--- src/rtl/svs_pkg.sv ---
package svs_pkg;

   // Gains are unsigned Q1.15; 1.0 is 2**GAIN_FRAC and needs GAIN_W bits.
   localparam int unsigned GAIN_FRAC = 15;
   localparam int unsigned GAIN_W    = GAIN_FRAC + 2;

   // Number of distinct levels in the cosine fade table.
   localparam int unsigned ENV_ENTRIES = 32;

   // Q30 helpers for building the tables at elaboration.
   localparam longint Q30_ONE  = 64'sd1073741824;
   localparam longint Q30_HALF = 64'sd536870912;
   localparam longint QDB_STEP = 64'sd1043277569;   // 10^(-0.25/20)
   localparam longint COS_STEP = 64'sd1068571464;   // cos(pi/32)
   localparam longint TWO_COS  = 64'sd2137142927;   // 2*cos(pi/32)

   function automatic logic [GAIN_W-1:0] to_q15(input longint v30);
      longint r;
      r = (v30 + 64'sd16384) >>> 15;
      return GAIN_W'(r);
   endfunction

   // Mantissa for 'step' quarter-dB steps of attenuation.
   function automatic logic [GAIN_W-1:0] quarter_db_mant(input int unsigned step);
      longint m;
      m = Q30_ONE;
      for (int unsigned i = 0; i < step; i++)
         m = (m * QDB_STEP + Q30_HALF) >>> 30;
      return to_q15(m);
   endfunction

   // Raised cosine (1 + cos(pi*idx/32)) / 2 via the Chebyshev recurrence.
   function automatic logic [GAIN_W-1:0] env_level(input int unsigned idx);
      longint c_prev, c_cur, c_next;
      c_prev = Q30_ONE;
      c_cur  = COS_STEP;
      if (idx == 0) begin
         c_cur = Q30_ONE;
      end else begin
         for (int unsigned i = 1; i < idx; i++) begin
            c_next = ((TWO_COS * c_cur + Q30_HALF) >>> 30) - c_prev;
            c_prev = c_cur;
            c_cur  = c_next;
         end
      end
      return to_q15((Q30_ONE + c_cur) >>> 1);
   endfunction

endpackage

--- src/rtl/svs_envelope.sv ---
module svs_envelope
   import svs_pkg::*;
#(
   parameter int unsigned RAMP_LEN = 128
) (
   input  logic              clk,
   input  logic              rst_n,
   input  logic              step,
   input  logic              mute_req,
   output logic [GAIN_W-1:0] env_gain
);
   localparam int unsigned IDX_W  = $clog2(RAMP_LEN + 1);
   localparam int unsigned REPEAT = RAMP_LEN / ENV_ENTRIES;
   localparam int unsigned SEL_W  = $clog2(ENV_ENTRIES);
   localparam logic [IDX_W-1:0] IDX_END = IDX_W'(RAMP_LEN);

   logic [IDX_W-1:0]  idx_q;
   logic [SEL_W-1:0]  sel;
   logic [GAIN_W-1:0] shape [ENV_ENTRIES];

   for (genvar g = 0; g < ENV_ENTRIES; g++) begin : g_shape
      localparam logic [GAIN_W-1:0] LEVEL = env_level(g);
      assign shape[g] = LEVEL;
   end

   always_ff @(posedge clk or negedge rst_n) begin
      if (!rst_n) begin
         idx_q <= IDX_END;
      end else if (step) begin
         if (mute_req && idx_q != IDX_END)
            idx_q <= idx_q + 1'b1;
         else if (!mute_req && idx_q != '0)
            idx_q <= idx_q - 1'b1;
      end
   end

   always_comb begin
      sel = SEL_W'(32'(idx_q) / REPEAT);
      if (idx_q == IDX_END)
         env_gain = '0;
      else
         env_gain = shape[sel];
   end

   // position never leaves 0..RAMP_LEN
   a_r3_env_range: assert property (@(posedge clk) disable iff (!rst_n)
      idx_q <= IDX_END);

   // a mute request climbs one position per accepted sample
   a_r3_mute_climbs: assert property (@(posedge clk) disable iff (!rst_n)
      (step && mute_req && idx_q != IDX_END) |=> idx_q == $past(idx_q) + 1'b1);

   // an unmute request descends one position per accepted sample
   a_r4_unmute_falls: assert property (@(posedge clk) disable iff (!rst_n)
      (step && !mute_req && idx_q != '0) |=> idx_q == $past(idx_q) - 1'b1);

   // no sample, no movement
   a_r5_env_hold: assert property (@(posedge clk) disable iff (!rst_n)
      !step |=> $stable(idx_q));

endmodule

--- src/rtl/svs_gain_calc.sv ---
module svs_gain_calc
   import svs_pkg::*;
#(
   parameter int unsigned CODE_W    = 8,
   parameter int unsigned MUTE_CODE = 252,
   parameter int unsigned STEPS     = 24,
   parameter int unsigned SEG_W     = 4
) (
   input  logic [CODE_W-1:0] code,
   input  logic [GAIN_W-1:0] env_gain,
   output logic [GAIN_W-1:0] gain,
   output logic [SEG_W-1:0]  seg
);
   localparam int unsigned SLOT_W = $clog2(STEPS);
   localparam int unsigned PROD_W = 2 * GAIN_W;
   localparam logic [PROD_W-1:0] RND = PROD_W'(1) << (GAIN_FRAC - 1);
   localparam logic [GAIN_W-1:0] UNITY = GAIN_W'(1) << GAIN_FRAC;

   logic [GAIN_W-1:0] mant [STEPS];
   logic [SLOT_W-1:0] slot;
   logic [PROD_W-1:0] prod;

   for (genvar g = 0; g < STEPS; g++) begin : g_mant
      localparam logic [GAIN_W-1:0] VAL = quarter_db_mant(g);
      assign mant[g] = VAL;
   end

   always_comb begin
      slot = SLOT_W'(32'(code) % STEPS);
      seg  = SEG_W'(32'(code) / STEPS);
      prod = PROD_W'(mant[slot]) * PROD_W'(env_gain) + RND;
      if (32'(code) >= MUTE_CODE)
         gain = '0;
      else
         gain = GAIN_W'(prod >> GAIN_FRAC);
   end

   always_comb begin
      // a mute code always yields zero gain
      a_r2_mute_gain: assert (32'(code) < MUTE_CODE || gain == '0);
      // combined gain never exceeds unity
      a_r1_gain_unity: assert (gain <= UNITY);
   end

endmodule

--- src/rtl/svs_scaler.sv ---
module svs_scaler
   import svs_pkg::*;
#(
   parameter int unsigned DATA_W = 24,
   parameter int unsigned SEG_W  = 4
) (
   input  logic signed [DATA_W-1:0] sample,
   input  logic        [GAIN_W-1:0] gain,
   input  logic        [SEG_W-1:0]  seg,
   input  logic                     invert,
   output logic signed [DATA_W-1:0] result
);
   localparam int unsigned PW = DATA_W + GAIN_W + 1;
   localparam logic signed [DATA_W-1:0] POS_MAX = {1'b0, {(DATA_W-1){1'b1}}};
   localparam logic signed [DATA_W-1:0] NEG_MAX = {1'b1, {(DATA_W-1){1'b0}}};

   logic signed [PW-1:0]     prod;
   logic signed [PW-1:0]     rounded;
   logic signed [DATA_W-1:0] clipped;
   int unsigned              sh;

   always_comb begin
      sh      = 32'(seg) + GAIN_FRAC;
      prod    = PW'(sample) * PW'($signed({1'b0, gain}));
      rounded = (prod + (PW'(1) <<< (sh - 1))) >>> sh;
      if (rounded > PW'(POS_MAX))
         clipped = POS_MAX;
      else if (rounded < PW'(NEG_MAX))
         clipped = NEG_MAX;
      else
         clipped = rounded[DATA_W-1:0];
      if (!invert)
         result = clipped;
      else if (clipped == NEG_MAX)
         result = POS_MAX;
      else
         result = -clipped;
   end

   always_comb begin
      // without inversion the sign of the rounded product survives clipping
      a_r9_sign_kept: assert (invert || rounded < 0 || result >= 0);
      // inversion turns a positive rounded value negative
      a_r6_sign_flip: assert (!invert || rounded <= 0 || result < 0);
   end

endmodule

--- src/rtl/stereo_vol_softmute.sv ---
module stereo_vol_softmute
   import svs_pkg::*;
#(
   parameter int unsigned DATA_W          = 24,
   parameter int unsigned CODE_W          = 8,
   parameter int unsigned MUTE_CODE       = 252,
   parameter int unsigned STEPS_PER_SHIFT = 24,
   parameter int unsigned RAMP_LEN        = 128
) (
   input  logic              clk,
   input  logic              rst_n,
   input  logic              in_valid,
   input  logic [DATA_W-1:0] in_left,
   input  logic [DATA_W-1:0] in_right,
   input  logic [CODE_W-1:0] att_left,
   input  logic [CODE_W-1:0] att_right,
   input  logic              master_mute,
   input  logic              invert,
   output logic              out_valid,
   output logic [DATA_W-1:0] out_left,
   output logic [DATA_W-1:0] out_right
);
   localparam int unsigned MAX_SEG = ((1 << CODE_W) - 1) / STEPS_PER_SHIFT;
   localparam int unsigned SEG_W   = (MAX_SEG < 1) ? 1 : $clog2(MAX_SEG + 1);

   if (RAMP_LEN == 0 || RAMP_LEN % ENV_ENTRIES != 0) begin : g_bad_ramp
      $error("RAMP_LEN must be a non-zero multiple of the envelope table size");
   end
   if (MUTE_CODE >= (1 << CODE_W) || STEPS_PER_SHIFT < 2) begin : g_bad_code
      $error("MUTE_CODE must fit CODE_W and STEPS_PER_SHIFT must be at least 2");
   end
   if (DATA_W < 2) begin : g_bad_width
      $error("DATA_W must be at least 2");
   end

   logic [GAIN_W-1:0] env_gain;
   logic              v1_q;
   logic              inv1_q;
   logic              out_v_q;

   svs_envelope #(
      .RAMP_LEN (RAMP_LEN)
   ) i_envelope (
      .clk      (clk),
      .rst_n    (rst_n),
      .step     (in_valid),
      .mute_req (master_mute),
      .env_gain (env_gain)
   );

   for (genvar ch = 0; ch < 2; ch++) begin : g_chan
      logic signed [DATA_W-1:0] samp_in;
      logic signed [DATA_W-1:0] s1_samp;
      logic signed [DATA_W-1:0] scaled;
      logic signed [DATA_W-1:0] out_q;
      logic        [CODE_W-1:0] code_in;
      logic        [GAIN_W-1:0] gain_c;
      logic        [GAIN_W-1:0] s1_gain;
      logic        [SEG_W-1:0]  seg_c;
      logic        [SEG_W-1:0]  s1_seg;

      if (ch == 0) begin : g_left
         assign samp_in  = in_left;
         assign code_in  = att_left;
         assign out_left = out_q;
      end else begin : g_right
         assign samp_in   = in_right;
         assign code_in   = att_right;
         assign out_right = out_q;
      end

      svs_gain_calc #(
         .CODE_W    (CODE_W),
         .MUTE_CODE (MUTE_CODE),
         .STEPS     (STEPS_PER_SHIFT),
         .SEG_W     (SEG_W)
      ) i_gain (
         .code     (code_in),
         .env_gain (env_gain),
         .gain     (gain_c),
         .seg      (seg_c)
      );

      always_ff @(posedge clk or negedge rst_n) begin
         if (!rst_n) begin
            s1_samp <= '0;
            s1_gain <= '0;
            s1_seg  <= '0;
         end else if (in_valid) begin
            s1_samp <= samp_in;
            s1_gain <= gain_c;
            s1_seg  <= seg_c;
         end
      end

      svs_scaler #(
         .DATA_W (DATA_W),
         .SEG_W  (SEG_W)
      ) i_scaler (
         .sample (s1_samp),
         .gain   (s1_gain),
         .seg    (s1_seg),
         .invert (inv1_q),
         .result (scaled)
      );

      always_ff @(posedge clk or negedge rst_n) begin
         if (!rst_n)
            out_q <= '0;
         else if (v1_q)
            out_q <= scaled;
      end
   end

   always_ff @(posedge clk or negedge rst_n) begin
      if (!rst_n) begin
         v1_q    <= 1'b0;
         inv1_q  <= 1'b0;
         out_v_q <= 1'b0;
      end else begin
         v1_q    <= in_valid;
         out_v_q <= v1_q;
         if (in_valid)
            inv1_q <= invert;
      end
   end

   assign out_valid = out_v_q;

   // every accepted sample produces a strobe two cycles later
   a_r7_two_cycle: assert property (@(posedge clk) disable iff (!rst_n)
      in_valid |-> ##2 out_valid);

   // no strobe without a sample two cycles earlier
   a_r7_no_spurious: assert property (@(posedge clk) disable iff (!rst_n)
      !in_valid |-> ##2 !out_valid);

   // outputs hold between results
   a_r8_hold_output: assert property (@(posedge clk) disable iff (!rst_n)
      !out_valid |-> ($stable(out_left) && $stable(out_right)));

endmodule

--- config.mk ---
export PLATFORM = sky130hd
export DESIGN_NAME = stereo_vol_softmute
export DESIGN_NICKNAME = d
export VERILOG_FILES = /design/src/rtl/svs_pkg.sv /design/src/rtl/svs_envelope.sv /design/src/rtl/svs_gain_calc.sv /design/src/rtl/svs_scaler.sv /design/src/rtl/stereo_vol_softmute.sv
export SDC_FILE = /design/constraint.sdc
export NUM_CORES = 2
export LEC_CHECK = 0
export ABC_CLOCK_PERIOD_IN_PS = 14350
export BUFFER_PORTS_ARGS = -buffer_cell sky130_fd_sc_hd__buf_4
export CORE_ASPECT_RATIO = 0.7
export CORE_MARGIN = 8
export CORE_UTILIZATION = 45
export CTS_BUF_LIST = sky130_fd_sc_hd__clkbuf_8
export CTS_CLUSTER_DIAMETER = 50
export DETAILED_ROUTE_END_ITERATION = 8
export PLACE_DENSITY = 0.61
export SETUP_SLACK_MARGIN = 0.2
export SLEW_MARGIN = 20
export SYNTH_ARGS = -nofsm -noshare
export SYNTH_HDL_FRONTEND = slang
export SYNTH_SLANG_ARGS = --single-unit
--- constraint.sdc ---
create_clock -name clk -period 14.35 [get_ports clk]
set_input_delay 1.435 -clock clk [delete_from_list [all_inputs] [get_ports clk]]
set_output_delay 1.435 -clock clk [all_outputs]
set_load 0.01 [all_outputs]
==> results_dict.tcl <==
set metrics [dict create \
    status "finished, final reports clean" \
    slowest_stage "a2111oi_0" \
    gp_congestion 0.982 \
    r2r_cells 36 \
    end_kind "flop" \
    fin_setup_tns_ns 0 \
    min_to "out_right[15]$_DFFE_PN0P_" \
    async_flop_share_pct 100 \
    synth_mux_area_share_pct 2.58 \
    crit_arrival_ns 13.25 \
    seq_area_frac_synth_pct 5.55 \
    die-area_sq_um 162000 \
    synthAdderAreaFrac_pct 47.4 \
    first_iter_violations 5471 \
    max-slew-margin-rel_pct 23.3 \
    fin_crit_ns 12.71 \
    synth.top_cell.area_share_pct 37.8 \
    grt_pass1_wl_um 339000 \
    rsz0062_at_grt "false" \
    cts_tree "yes" \
    layout_commonest_cell "inv_1" \
    synth_cell_type_count 121 \
    clock_latency_ns 0.64 \
    route.met3.wl_um 19000 \
    initial_core_util_pct 45.4 \
    r2r-start "g_chan[0].s1_seg[1]$_DFFE_PN0P_" \
    finalHoldViolCount 0 \
    cts-htree-levels 4 \
    firstDrtPassIters 6 \
    cts_buffers 17 \
    r2r_setup_slack_ns 1.64 \
    min_from "out_right[15]$_DFFE_PN0P_" \
    yosysTopAreaCell "fa_1" \
    start_kind "flop" \
    routed_via_density 5.71 \
    worst_slew_pin_slew_ns 1.15 \
    synth_ff_type "dfrtp_1" \
    yosys.area_share.simple_pct 18.2 \
    grt_pass1_vias 57891 \
    clock_sinks 149 \
    clock-root-buffer "clkbuf_8" \
    mostFrequentLayoutCells "1614 x inv_1, 1267 x fa_1, 932 x nand2_1, 657 x nor2_1, 515 x ha_1" \
    drcViolationCount 0 \
    grt_max_degree 66 \
    placementRows 118 \
    final_core_util_pct 47.5 \
    hpwl_um 173000 \
    ios 118 \
    r2r_end "out_left[18]$_DFFE_PN0P_" \
    met1Wirelength_um 100000 \
    synth-seq-cells 149 \
    synthCells 8121 \
    setup_violations 0 \
    syn_avg_cell_area_sq_um 8.28 \
    wl_per_cell_um 21.3 \
    port_buffers 117 \
    worstPathRequired_ns 14.90 \
    post-route-period-util_pct 88.5 \
    die_w_um 478 \
    die_h_um 339 \
    area_growth_pct 4.65 \
    fmax_mhz 78.7 \
    num-nets-final 9818 \
    place_ws_ns 1.01 \
    synth_edf_count 0 \
    vias 56835 \
    synthesis.area_sq_um 67200 \
    ant_nets 0 \
    maxSlewViolCount 0 \
    grt_overflow 0 \
    core_sq_um 148000 \
    whs_ns 0.513 \
    synth_top_family_by_area "adder cells" \
    min_delay_path_depth 1 \
    grt_usage_pct 26.2 \
    clk_pin_slew_ns 0.15 \
    antenna_found_initial 8 \
    synth_compound_area_share_pct 13.2 \
    cts_setup_buffers 0 \
    clock_skew_ns 0.0547 \
    min_path_type "reg -> reg" \
    max_stage_delay_ns 0.73 \
    setup_ws_ns 1.64 \
    yosysWarnings 0 \
    cts-resized-gates 0 \
    cts.path.max_buffers 2 \
    highest_layer "met4" \
    synth_area_leaders "fa_1 38%, ha_1 9.6%, inv_1 9.0%" \
    wl_met2_um 89200 \
    cap_viol_max_count 0 \
    hold_buffers 0 \
    synth_xor_area_share_pct 1.66 \
    finalWirelength_um 212000 \
    path_class "reg -> reg" \
    cp_max_fo 27 \
    drive_gt1_share_pct 5.80 \
]
-- Yosys cell counts (all sizes together) (30+ instances only) --
library cell,count
inv,1616
fa,1269
nand2,932
nor2,658
ha,516
and2,414
clkbuf,353
a21oi,281
o21ai,228
dfrtp,148
nand3,124
nor3,119
a21o,87
xnor2,87
a31oi,81
mux2,67
mux2i,62
o211ai,62
a211oi,61
buf,61
nand2b,58
nand4,53
o22ai,50
and3,47
o31ai,46
nor4,44
o21a,41
xor2,38
or2,33
nor2b,30
o22a,30
-- cell families after synthesis --
kind of cell    after synthesis
xor+xnor                    126
compound gates             1283
other cells                   1
fa+ha+maj                  1785
mux                         145
buf+inv                    2032
flops                       149
simple gates               2600
-- worst max-delay path by stage --
stage                                        end                             from  slack [ns]  depth (start not counted)
6_report                out_left[18]$_DFFE_PN0P_  g_chan[0].s1_seg[1]$_DFFE_PN0P_        1.64                         36
5_1_grt        g_chan[1].s1_gain[14]$_DFFE_PN0P_                     att_right[2]        0.98                         42
4_1_cts        g_chan[1].s1_gain[14]$_DFFE_PN0P_                     att_right[2]        1.72                         42
3_5_place_dp   g_chan[1].s1_gain[14]$_DFFE_PN0P_                     att_right[2]        1.01                         42
3_3_place_gp   g_chan[1].s1_gain[14]$_DFFE_PN0P_                     att_right[2]        1.23                         42
2_1_floorplan  g_chan[1].s1_gain[14]$_DFFE_PN0P_                     att_right[2]        2.73                         43
-- per-stage QoR --
step	cells	instance area, sq um
floorplan	8138	67300
finish	9960	70300
global route	9960	70300
global placement	9923	69900
detailed placement	9924	70000
CTS	9956	70300
-- critical path: cells and delay by family, from the launching register on --
family                   cells  cell delay [ns]
AO/OA/AOI/OAI               12             4.43
adder cells (fa/ha/maj)      8             3.60
AND/OR/NAND/NOR              8             2.33
buffers and inverters        6             0.99
flip-flops                   1             0.55
multiplexers                 1             0.45
XOR/XNOR                     1             0.27
-- state kept, by name (all words and copies together), names as in the netlist --
signal            cells
g_chan.s1_samp       48
g_chan.s1_gain       34
out_left             24
out_right            24
g_chan.s1_seg         8
i_envelope.idx_q      8
inv1_q                1
out_valid             1
v1_q                  1
-- cell type report --
cell class	count	area, sq um
clock buffers	20	275
clock inverters	12	81.3
repair buffers	221	1660
fillers	14493	77700
inverters	1618	6070
well taps	1980	2480
flip-flops and latches	149	3740
multi-input cells	5957	56000
diodes	3	7.51
-- layer usage --
| metal | vias up | GRT usage, % |
|---|---|---|
| met3 | 222 | 5.31 |
| li1 | 25502 | - |
| met2 | 2335 | 38.5 |
| met5 | - | 0 |
| met1 | 28776 | 39.8 |
| met4 | 0 | 5.41 |
Power is not shown: default switching activity piles up to over one toggle a cycle in this logic, so the estimate is an artifact.
